### src/rtl/way_sel_pkg.sv
`timescale 1ns/1ps
package way_sel_pkg;

  typedef enum logic [1:0] {
    POL_RANDOM = 2'd0,
    POL_FIFO   = 2'd1,
    POL_LRU    = 2'd2
  } repl_policy_e;

  // index width with a floor of one bit
  function automatic int unsigned idx_w(input int unsigned n);
    return (n > 1) ? $clog2(n) : 1;
  endfunction

endpackage

### src/rtl/wsel_first_zero.sv
`timescale 1ns/1ps
module wsel_first_zero import way_sel_pkg::*; #(
  parameter  int unsigned N = 4,
  localparam int unsigned W = idx_w(N)
) (
  input  logic [N-1:0] bits,
  output logic         found,
  output logic [W-1:0] idx
);

  // scan downward so the lowest clear bit is the last one written
  always_comb begin
    found = 1'b0;
    idx   = '0;
    for (int i = N - 1; i >= 0; i--) begin
      if (!bits[i]) begin
        found = 1'b1;
        idx   = W'(i);
      end
    end
  end

endmodule

### src/rtl/wsel_rand_ctr.sv
`timescale 1ns/1ps
module wsel_rand_ctr import way_sel_pkg::*; #(
  parameter  int unsigned WAYS = 4,
  localparam int unsigned WW   = idx_w(WAYS)
) (
  input  logic          clk,
  input  logic          rst_n,
  output logic [WW-1:0] ptr
);

  logic [WW-1:0] ptr_q;
  logic [WW-1:0] ptr_d;

  always_comb begin
    ptr_d = (ptr_q == WW'(WAYS - 1)) ? '0 : ptr_q + 1'b1;
  end

  always_ff @(posedge clk or negedge rst_n) begin
    if (!rst_n) ptr_q <= '0;
    else        ptr_q <= ptr_d;
  end

  assign ptr = ptr_q;

endmodule

### src/rtl/wsel_fifo_ctrs.sv
`timescale 1ns/1ps
module wsel_fifo_ctrs import way_sel_pkg::*; #(
  parameter  int unsigned WAYS = 4,
  parameter  int unsigned SETS = 16,
  localparam int unsigned WW   = idx_w(WAYS),
  localparam int unsigned SW   = idx_w(SETS)
) (
  input  logic          clk,
  input  logic          rst_n,
  input  logic [SW-1:0] rd_set,
  output logic [WW-1:0] oldest,
  input  logic          adv,
  input  logic [SW-1:0] adv_set
);

  logic [WW-1:0] ctr_q [SETS];
  logic [WW-1:0] ctr_d [SETS];

  always_comb begin
    for (int s = 0; s < SETS; s++) begin
      ctr_d[s] = ctr_q[s];
      if (adv && (adv_set == SW'(s))) begin
        ctr_d[s] = (ctr_q[s] == WW'(WAYS - 1)) ? '0 : ctr_q[s] + 1'b1;
      end
    end
  end

  always_ff @(posedge clk or negedge rst_n) begin
    if (!rst_n) begin
      for (int s = 0; s < SETS; s++) ctr_q[s] <= '0;
    end else begin
      for (int s = 0; s < SETS; s++) ctr_q[s] <= ctr_d[s];
    end
  end

  assign oldest = ctr_q[rd_set];

endmodule

### src/rtl/wsel_lru_order.sv
`timescale 1ns/1ps
module wsel_lru_order import way_sel_pkg::*; #(
  parameter  int unsigned WAYS = 4,
  parameter  int unsigned SETS = 16,
  localparam int unsigned WW   = idx_w(WAYS),
  localparam int unsigned SW   = idx_w(SETS)
) (
  input  logic          clk,
  input  logic          rst_n,
  input  logic [SW-1:0] rd_set,
  output logic [WW-1:0] lru_way,
  input  logic          touch,
  input  logic [SW-1:0] touch_set,
  input  logic [WW-1:0] touch_way
);

  if (WAYS == 2) begin : g_bit
    // one bit per set holding the least recent way
    logic [SETS-1:0] lru_q;
    logic [SETS-1:0] lru_d;

    always_comb begin
      lru_d = lru_q;
      if (touch) lru_d[touch_set] = ~touch_way[0];
    end

    always_ff @(posedge clk or negedge rst_n) begin
      if (!rst_n) lru_q <= '0;
      else        lru_q <= lru_d;
    end

    assign lru_way = lru_q[rd_set];

  end else begin : g_list
    // slot 0 is least recent, slot WAYS-1 most recent
    typedef logic [WAYS-1:0][WW-1:0] order_t;

    order_t ord_q [SETS];
    order_t ord_d [SETS];

    function automatic order_t promote(input order_t o, input logic [WW-1:0] w);
      order_t r;
      logic   seen;
      seen = 1'b0;
      for (int p = 0; p < WAYS - 1; p++) begin
        if (o[p] == w) seen = 1'b1;
        r[p] = seen ? o[p+1] : o[p];
      end
      r[WAYS-1] = w;
      return r;
    endfunction

    always_comb begin
      for (int s = 0; s < SETS; s++) begin
        ord_d[s] = (touch && (touch_set == SW'(s))) ? promote(ord_q[s], touch_way)
                                                    : ord_q[s];
      end
    end

    always_ff @(posedge clk or negedge rst_n) begin
      if (!rst_n) begin
        for (int s = 0; s < SETS; s++)
          for (int p = 0; p < WAYS; p++)
            ord_q[s][p] <= WW'(p);
      end else begin
        for (int s = 0; s < SETS; s++) ord_q[s] <= ord_d[s];
      end
    end

    assign lru_way = ord_q[rd_set][0];
  end

endmodule

### src/rtl/way_victim_sel.sv
`timescale 1ns/1ps
module way_victim_sel import way_sel_pkg::*; #(
  parameter  int unsigned  WAYS   = 4,
  parameter  int unsigned  SETS   = 16,
  parameter  repl_policy_e POLICY = POL_LRU,
  localparam int unsigned  WW     = idx_w(WAYS),
  localparam int unsigned  SW     = idx_w(SETS)
) (
  input  logic            clk,
  input  logic            rst_n,
  input  logic [SW-1:0]   set_idx,
  input  logic            hit_vld,
  input  logic [WW-1:0]   hit_way,
  input  logic            miss_vld,
  input  logic [WAYS-1:0] way_valid,
  output logic [WW-1:0]   victim_way
);

  if (WAYS == 1) begin : g_dm
    assign victim_way = '0;

  end else begin : g_assoc
    logic          free_any;
    logic [WW-1:0] free_way;
    logic [WW-1:0] pol_way;

    wsel_first_zero #(.N(WAYS)) u_free (
      .bits  (way_valid),
      .found (free_any),
      .idx   (free_way)
    );

    if (POLICY == POL_RANDOM) begin : g_rand
      wsel_rand_ctr #(.WAYS(WAYS)) u_rand (
        .clk   (clk),
        .rst_n (rst_n),
        .ptr   (pol_way)
      );
    end else if (POLICY == POL_FIFO) begin : g_fifo
      wsel_fifo_ctrs #(.WAYS(WAYS), .SETS(SETS)) u_fifo (
        .clk     (clk),
        .rst_n   (rst_n),
        .rd_set  (set_idx),
        .oldest  (pol_way),
        .adv     (miss_vld),
        .adv_set (set_idx)
      );
    end else begin : g_lru
      logic          touch_en;
      logic [WW-1:0] touch_sel;
      // a fill outranks a hit in the same cycle
      assign touch_en  = miss_vld | hit_vld;
      assign touch_sel = miss_vld ? victim_way : hit_way;

      wsel_lru_order #(.WAYS(WAYS), .SETS(SETS)) u_lru (
        .clk       (clk),
        .rst_n     (rst_n),
        .rd_set    (set_idx),
        .lru_way   (pol_way),
        .touch     (touch_en),
        .touch_set (set_idx),
        .touch_way (touch_sel)
      );
    end

    assign victim_way = free_any ? free_way : pol_way;
  end

endmodule

### config.mk
export PLATFORM = sky130hd
export DESIGN_NAME = way_victim_sel
export DESIGN_NICKNAME = d
export VERILOG_FILES = /design/src/rtl/way_sel_pkg.sv /design/src/rtl/wsel_first_zero.sv /design/src/rtl/wsel_rand_ctr.sv /design/src/rtl/wsel_fifo_ctrs.sv /design/src/rtl/wsel_lru_order.sv /design/src/rtl/way_victim_sel.sv
export SDC_FILE = /design/constraint.sdc
export NUM_CORES = 1
export LEC_CHECK = 0
export BUFFER_PORTS_ARGS = -buffer_cell sky130_fd_sc_hd__buf_4
export CELL_PAD_IN_SITES_DETAIL_PLACEMENT = 0
export CELL_PAD_IN_SITES_GLOBAL_PLACEMENT = 1
export CORE_ASPECT_RATIO = 0.6
export CORE_UTILIZATION = 25
export CTS_CLUSTER_SIZE = 28
export DETAILED_ROUTE_END_ITERATION = 10
export HOLD_SLACK_MARGIN = 0.02
export PLACE_DENSITY_LB_ADDON = 0.25
export SETUP_SLACK_MARGIN = 0.15
export SLEW_MARGIN = 20
export SYNTH_ARGS = -nofsm -noshare
export SYNTH_HDL_FRONTEND = slang
export SYNTH_SLANG_ARGS = --single-unit
### constraint.sdc
create_clock -name clk -period 3.5 [get_ports clk]
set_input_delay 0.875 -clock clk [delete_from_list [all_inputs] [get_ports clk]]
set_output_delay 0.875 -clock clk [all_outputs]
set_load 0.05 [all_outputs]
# Word-level counts from Yosys, hierarchy flattened
# Cells that the tools add are included.
dict set report classes {
  order_cmp 1
  n_mul 0
  n_shift 0
  n_mux 61
  n_eq_ne 63
  n_addsub 0
  n_bitwise 2
  n_div 0
  n_reduce_logical 65
}
# cell n
set ops {}
lappend ops {{== test 2 bit} 48}
lappend ops {{AND reduction 2 bit} 48}
lappend ops {{2-to-1 mux 1 bit} 52}
lappend ops {{binary-select mux 8 bit (select 4 bit)} 1}
lappend ops {{== test 4 bit, second input constant} 8}
lappend ops {{== test 4 x 3 -> 1 bit, second input constant} 4}
lappend ops {{logical AND 1 bit} 16}
lappend ops {{2-to-1 mux 2 bit} 8}
lappend ops {{== test 4 x 2 -> 1 bit, second input constant} 2}
lappend ops {{>= comparator 5 bit, second input constant} 1}
lappend ops {{NOT 4 -> 5 bit} 1}
lappend ops {{== test 4 x 1 -> 1 bit, second input constant} 1}
lappend ops {{logical NOT 4 bit} 1}
lappend ops {{bitwise OR 1 bit} 1}
dict set report totals {
  mem_count 0
  latchBits 0
  inputBits 14
  out_inout_bits 2
  ram_bits 0
  elab_cells 256
  mem_bits_ro 0
  regBits 128
}

# Depth between registers and ports, before layout
# Gate-level depths: netlist of the first run.
dict set report depth {
  ltp_word 11
  depth_mapped 13
}

# Cells and area by module
# Synthesis of the first run repeated with hierarchy kept, for this count alone.
dict set report hier_totals {
  cells_unflattened 615
  hier_area_um2 6982.9
}
# mod cells_each area_per_inst_um2 instances
set modules_own_cells {}
lappend modules_own_cells {wsel_lru_order 605 6895.4 1}
lappend modules_own_cells {way_victim_sel 5 58.8 1}
lappend modules_own_cells {wsel_first_zero 5 28.8 1}

# Worst setup path after synthesis of the first run
# No wires, ideal clock.
dict set report synth_timing {
  path_kind {input -> register}
  startpoint {in set_idx[1]}
  endpoint {reg g_assoc.g_lru.u_lru.g_list.ord_q[12] in the netlist's numbering}
  setup_ns 0.125
  arrival_time_ns 3.411
  path_slack_ns -0.035
  cell_stages 11
  cell_sequence {buf_2 -> mux4_2 -> a22oi_2 -> a311oi_2 -> nor2_2 -> buf_6 -> buf_4 -> buf_2 -> o21ai_0 -> o2bb2ai_1 -> mux2_2}
}
dict set report synth_between {
  elab_chain_cells 11
}
# element line
set synth_rtl {}
lappend synth_rtl {{start, declared} way_victim_sel.sv:11} ;# input logic [SW-1:0] set_idx,
lappend synth_rtl {{NOT 4 -> 5 bit (not written as such)} wsel_lru_order.sv:70} ;# assign lru_way = ord_q[rd_set][0];
lappend synth_rtl {{binary-select mux 8 bit (select 4 bit)} wsel_lru_order.sv:70}
lappend synth_rtl {{2-to-1 mux 2 bit (not written as such) (2 in series)} wsel_lru_order.sv:70}
lappend synth_rtl {{2-to-1 mux 2 bit} way_victim_sel.sv:66} ;# assign victim_way = free_any ? free_way : pol_way;
lappend synth_rtl {{2-to-1 mux 2 bit} way_victim_sel.sv:53} ;# assign touch_sel = miss_vld ? victim_way : hit_way;
lappend synth_rtl {{== test 2 bit} wsel_lru_order.sv:46} ;# if (o[p] == w) seen = 1'b1;
lappend synth_rtl {{2-to-1 mux 1 bit (3 in series)} wsel_lru_order.sv:46}
lappend synth_rtl {{AND reduction 2 bit (no source line) *} --}
lappend synth_rtl {{end signal, assigned by index} wsel_lru_order.sv:64} ;# ord_q[s][p] <= WW'(p);
lappend synth_rtl {{end, declared} wsel_lru_order.sv:38} ;# order_t ord_q [SETS];
# Mark *: on every way between the ends. The rest lies on a longest branch, timed or not. The select of a mux whose other input is x is not followed.
# A chain may end at the register's enable or synchronous reset.

# Final worst setup path of the first run
dict set report layout_timing {
  startpoint {in set_idx[0]}
  endpoint {reg g_assoc.g_lru.u_lru.g_list.ord_q[28] in the netlist's numbering}
}
# The elaborated chain is that of the path after synthesis.

==> results of run 1 <==
[synthesized netlist by cell type (2+ instances only)]
library cell / number
nor2_1: 29
nand4_1: 4
o32ai_1: 6
o21bai_1: 2
dfrtp_1: 64
nor2b_1: 7
o21a_1: 2
nor3_1: 39
mux2i_1: 12
o31ai_1: 13
nand3_1: 10
a22oi_1: 8
o32ai_4: 4
o22ai_1: 7
buf_1: 7
a31oi_1: 7
dfstp_2: 64
clkbuf_1: 15
a311oi_2: 2
inv_1: 22
a21oi_1: 17
o21ai_0: 84
buf_2: 6
xnor2_1: 86
and4_1: 2
nor4_1: 2
buf_6: 4
a2bb2oi_1: 7
o311a_1: 2
mux2_1: 2
o32ai_2: 4
mux2_2: 60
mux4_2: 4
buf_4: 4
a21o_1: 9
o32a_1: 2
nand2_1: 96
nor3b_1: 4
[kinds of logic (layout without fill, tap and decap cells)]
kind of cell | Yosys count | count (layout)
muxes | 78 | 78
and+or+nand+nor | 201 | 201
buffers and inverters | 59 | 162
AOI/OAI and AO/OA | 185 | 185
xor gates and xnor gates | 86 | 86
DFF | 128 | 128
[path summary, 6_finish.rpt]
kind,startpoint,endpoint
setup / recovery,set_idx[0],g_assoc.g_lru.u_lru.g_list.ord_q[28]
hold / removal,rst_n,g_assoc.g_lru.u_lru.g_list.ord_q[92]
setup reg to reg,g_assoc.g_lru.u_lru.g_list.ord_q[9],g_assoc.g_lru.u_lru.g_list.ord_q[28]
hold reg to reg,g_assoc.g_lru.u_lru.g_list.ord_q[71],g_assoc.g_lru.u_lru.g_list.ord_q[71]
max in group asynchronous,rst_n,g_assoc.g_lru.u_lru.g_list.ord_q[10]
min in group clk,g_assoc.g_lru.u_lru.g_list.ord_q[71],g_assoc.g_lru.u_lru.g_list.ord_q[71]
[through the flow]
step                instance area, um^2    util  TNS, ns
floorplan                          7511       -        0
global placement                   8706  0.3001   -2.038
detailed placement                 8706  0.3001   -5.612
CTS                                9341  0.3220        0
global route                       9341  0.3220        0
finish                             9341  0.3220        0
[worst reg2reg max path: cells and delay by family (launching register included)]
family | cells | cell delay, ns
DFF | 1 | 0.51
buffers and inverters | 1 | 0.23
AOI/OAI and AO/OA | 4 | 1.18
muxes | 2 | 0.86
and+or+nand+nor | 1 | 0.24
xor gates and xnor gates | 1 | 0.11
[report_power, final]
| part | total (W) | leakage (nW) | internal (W) | switching (W) |
|---|---|---|---|---|
| Combinational | 0.00165 | 1.92 | 0.000899 | 0.000753 |
| Clock | 0.00197 | 0.317 | 0.00127 | 0.000694 |
| Sequential | 0.00249 | 1.48 | 0.00203 | 0.000459 |
[layer usage]
metal  routed length [um]  vias up  global-route usage
li1                     -     2826                   -
met1                11580     2701              0.2232
met2                 7338       69              0.1734
met3                  596       19             0.03210
met4                  274        0             0.04800
met5                    0        -                   0
[area by class of cell]
cell class	instances	area, um^2	share of cell area
multi-input cells	550	3925	0.4202
flip-flops and latches	128	3283	0.3515
repair buffers	108	914.6	0.09791
well taps	400	500.5	0.05358
clock buffers	20	446.7	0.04782
clock inverters	12	188.9	0.02022
inverters	22	82.58	0.008840
==> impl_metrics.yaml, run 1 <==
cells_and_area:
  fillers: 2987
  antenna_cells: 0
  nets: 841
  area_delta_synth_final_pct: 25.56
  largestRegisters: "g_assoc.g_lru.u_lru.g_list.ord_q: 128 flops"
  final_cell_mix: "buf_4, nand2_1, o21ai_0, xnor2_1"
  layout-drive-gt1-share: 0.3405
  regMostFlops: "g_assoc.g_lru.u_lru.g_list.ord_q"
  final_common_cell: "buf_4"
  stdcell_count: 1240
  largest_reg_flops: 128
yosys:
  synth_area_leaders: "dfstp_2, dfrtp_1, xnor2_1"
  async_flop_share: 1.000
  synth-seq-area-share: 0.4413
  synth_largest_area_cell: "dfstp_2"
  yosys.area_share.xor_xnor: 0.1012
  yosys.area_share.simple: 0.1209
  avgSynthCellArea_um2: 10.09
  synth_compound_area_frac: 0.1754
  synthFlopType: "dfstp_2"
  ys_types: 56
  synthesis.area_um2: 7440
  synth_edf_count: 0
  synthAdderAreaFrac: 0
  yosysTopAreaCellShare: 0.2260
  syn_nets: 751
  synth_mux_area_frac: 0.1221
  ys_warn_count: 0
  netlist_instances: 737
  synth_top_family_by_area: "compound AO/OA/AOI/OAI gates"
  ys_ff_latch: 128
route:
  vias_per_cell: 4.528
  postRouteAntennaNets: 0
  drtIter0Drc: 326
  wl_mm: 19.79
  drc: 0
  avgRoutedWirePerCell_um: 15.96
  route.vias.total: 5615
  drt-pass1-iter-count: 7
floorplan:
  coreArea_um2: 29010
  die_area_um2: 30480
  die_w_um: 224.7
  dieHeight_um: 135.6
  placementRows: 48
  io_pins: 16
  start_util: 0.2565
run:
  max_cap_violations: 0
placement:
  dp_slack_ns: -0.2017
  dp_cells: 1208
  dp_hpwl_mm: 14.41
  gp_congestion: 0.7723
  port_buffers: 15
power_and_ir_drop:
  power_density_nw_per_um2: 654.3
  vdd_drop_max_mv: 0.3470
  power_w: 0.006112
  p_leak_nw: 3.724
setup_path:
  required_ns: 3.83
  crit_buf_inv: 2
  cp_data_arrival_time_ns: 3.57
  path_max_fanout: 12
  crit_path_frequent_cell: "buf_4"
  worstSetupPathType: "primary input to flip-flop"
  worstPathCellList: "buf_4 > mux4_2 > a221o_1 > a311oi_2 > or2_4 > buf_4 > xnor2_1 > o311a_1 > a2bb2oi_2 > mux2_4"
  r2r_slack_ns: 0.27
  cp_num_cells: 10
  critPathTopFamily: "compound AO/OA/AOI/OAI gates"
  rr_worst_depth: 9
  cp-start-kind: "primary input"
  slowest_stage: "mux4_2"
  crit_path_end_kind: "flip-flop"
  cpPeakStageDelay_ns: 0.51
cts:
  h-tree-depth: 4
  numCtsBuffers: 17
  cts_tree: "done"
  cts_sinks: 128
  cts_buffer_depth: 2
  worstSkewPairLatency_ns: 0.44
  post_cts_buffers: 0
  path_clk_slew_ns: 0.06
  cts_hold_buffers: 0
  root_buffer: "clkbuf_16"
  cts_resized: 0
timing:
  holdWs_ns: 0.3126
  slew_headroom: 0.5499
  rsz0062_at_grt: "no"
  fmax_mhz: 308.8
  clock_skew_ns: 0.007538
  finalHoldViolCount: 0
  drv_slew: 0
  setup_viol: 0
  setup_ws_ns: 0.2620
  fin_crit_sh: 0.9251
  post-route-min-period_ns: 3.238
  worst_pin_slew_ns: 0.6681
run_status:
  outcome: "completed"
worst_hold_path:
  worstHoldPathType: "primary input to async pin"
global_route:
  grt_overflow: 0
  grt_max_degree: 60
  antenna_found_initial: 0
  grt_util_all_layers: 0.1392
  grt_pass1_vias: 5414
  grt_pass1_wl_mm: 32.11
Note: power is estimated with default switching activity, not from simulation.
==> run 2: changes to the inputs <==
--- a/config.mk
+++ b/config.mk
@@ -13,9 +13,8 @@
 export CTS_CLUSTER_SIZE = 28
 export DETAILED_ROUTE_END_ITERATION = 10
 export HOLD_SLACK_MARGIN = 0.02
-export PLACE_DENSITY_LB_ADDON = 0.25
+export PLACE_DENSITY = 0.46
 export SETUP_SLACK_MARGIN = 0.15
-export SLEW_MARGIN = 20
 export SYNTH_ARGS = -nofsm -noshare
 export SYNTH_HDL_FRONTEND = slang
 export SYNTH_SLANG_ARGS = --single-unit
==> run 2 against run 1 <==
Maximum frequency decreased by 0.48%. Total power down 0.61%. Highest routed layer unchanged. Cell count is 0.40% higher. Combinational power is 4% higher. Critical path depth grew 1.
==> impl_metrics.yaml, run 2 (synthesis gave the netlist of run 1 again) <==
floorplan:
  placementRows: 48
  start_util: 0.2565
  die_area_um2: 30480
  die_w_um: 224.7
  dieHeight_um: 135.6
  io_pins: 16
  coreArea_um2: 29010
timing:
  finalHoldViolCount: 0
  setup_viol: 0
  clock_skew_ns: 0.009976
  post-route-min-period_ns: 3.254
  fmax_mhz: 307.3
  fin_crit_sh: 0.9296
  slew_headroom: 0.5044
  drv_slew: 0
  holdWs_ns: 0.4776
  rsz0062_at_grt: "yes"
  worst_pin_slew_ns: 0.7435
setup_path:
  path_max_fanout: 14
  r2r_slack_ns: 0.35
  worstSetupPathType: "primary input to flip-flop"
  cp_data_arrival_time_ns: 3.56
  cp-start-kind: "primary input"
  required_ns: 3.80
  rr_worst_depth: 10
  r2r-start: "g_assoc.g_lru.u_lru.g_list.ord_q[9]"
  reg2reg_to: "g_assoc.g_lru.u_lru.g_list.ord_q[60]"
  crit_path_end_kind: "flip-flop"
cells_and_area:
  regMostFlops: "g_assoc.g_lru.u_lru.g_list.ord_q"
  largestRegisters: "g_assoc.g_lru.u_lru.g_list.ord_q: 128 flops"
  final_cell_mix: "buf_4, nand2_1, o21ai_0, xnor2_1"
  layout-drive-gt1-share: 0.3527
  nets: 846
  largest_reg_flops: 128
  stdcell_count: 1245
  area_delta_synth_final_pct: 26.03
  antenna_cells: 0
  final_common_cell: "buf_4"
global_route:
  antenna_found_initial: 0
  grt_pass1_wl_mm: 33.93
  grt_util_all_layers: 0.1479
  grt_pass1_vias: 5959
  grt_max_degree: 51
  grt_overflow: 0
cts:
  cts_tree: "done"
  numCtsBuffers: 17
  cts_hold_buffers: 0
  h-tree-depth: 4
  cts_sinks: 128
  cts_buffer_depth: 2
  path_clk_slew_ns: 0.06
  post_cts_buffers: 0
  root_buffer: "clkbuf_16"
  worstSkewPairLatency_ns: 0.44
worst_hold_path:
  worstHoldPathType: "flip-flop to flip-flop"
  min_from: "g_assoc.g_lru.u_lru.g_list.ord_q[6]"
  min_path_cells: 2
  whs_endpoint: "g_assoc.g_lru.u_lru.g_list.ord_q[6]"
route:
  vias_per_cell: 4.704
  route.vias.total: 5856
  drt-pass1-iter-count: 4
  drtIter0Drc: 334
  postRouteAntennaNets: 0
  avgRoutedWirePerCell_um: 16.82
  wl_mm: 20.95
  drc: 0
run_status:
  outcome: "completed"
power_and_ir_drop:
  p_leak_nw: 3.730
  power_w: 0.006075
  power_density_nw_per_um2: 647.9
  vdd_drop_max_mv: 0.3404
placement:
  dp_hpwl_mm: 15.30
  gp_congestion: 0.7771
  dp_cells: 1213
  port_buffers: 15
run:
  max_cap_violations: 0
[run 2: cell type report]
class	instances	area (um^2)
tap	400	500.5
multi-input combinational	550	3955
fill	2998	19630
inverter	22	82.58
clock inverter	13	163.9
sequential	128	3283
clock buffer	19	442.9
timing repair buffer	113	948.4
[run 2: critical path, stage by stage]
cell,delay (ns)
buf_4,0.12
mux4_2,0.51
a221o_1,0.38
a311oi_2,0.29
or2_4,0.21
buf_12,0.17
buf_4,0.17
xnor2_1,0.10
o32ai_4,0.34
mux2i_1,0.29
a22oi_1,0.11
[run 2: layer usage]
metal / vias up / GRT usage / wire length, um / part of all wire
met4: 0 / 0.05745 / 422 / 0.020
li1: 2857 / - / - / -
met2: 71 / 0.2045 / 8527 / 0.41
met3: 25 / 0.03730 / 705 / 0.034
met1: 2903 / 0.2168 / 11290 / 0.54
met5: - / 0 / 0 / 0
[run 2: worst max-delay path by stage]
stage / startpoint / cells past startpoint / slack (ns) / end
final: set_idx[0] / 11 / 0.25 / g_assoc.g_lru.u_lru.g_list.ord_q[60]
after global routing: set_idx[0] / 11 / 0.15 / g_assoc.g_lru.u_lru.g_list.ord_q[76]
after CTS: set_idx[0] / 11 / 0.26 / g_assoc.g_lru.u_lru.g_list.ord_q[76]
after detailed placement: set_idx[0] / 11 / -0.20 / g_assoc.g_lru.u_lru.g_list.ord_q[76]
after global placement: set_idx[0] / 11 / -0.16 / g_assoc.g_lru.u_lru.g_list.ord_q[36]
after floorplan: set_idx[1] / 13 / 0.05 / g_assoc.g_lru.u_lru.g_list.ord_q[12]
[run 2: stage by stage]
stage / area [um^2] / util / setup WS (ns) / TNS [ns]
global placement: 8740 / 0.3013 / -0.1593 / -4.257
finish: 9376 / 0.3232 / 0.2463 / 0
global route: 9376 / 0.3232 / 0.1465 / 0
floorplan: 7511 / - / 0.04500 / 0
CTS: 9346 / 0.3222 / 0.2562 / 0
detailed placement: 8740 / 0.3013 / -0.2048 / -6.893
[run 2: power by group]
group	switching (W)	total [W]	internal, W	leakage [nW]
sequential	0.000472	0.00250	0.00203	1.48
combinational	0.000794	0.00171	0.000921	1.95
clock	0.000716	0.00186	0.00114	0.293
[run 2: timing repair]
item / in CTS / in global routing
hold endpoints to repair: 0 / 0
setup endpoints to repair: 0 / 5
gates resized for setup: 0 / 6
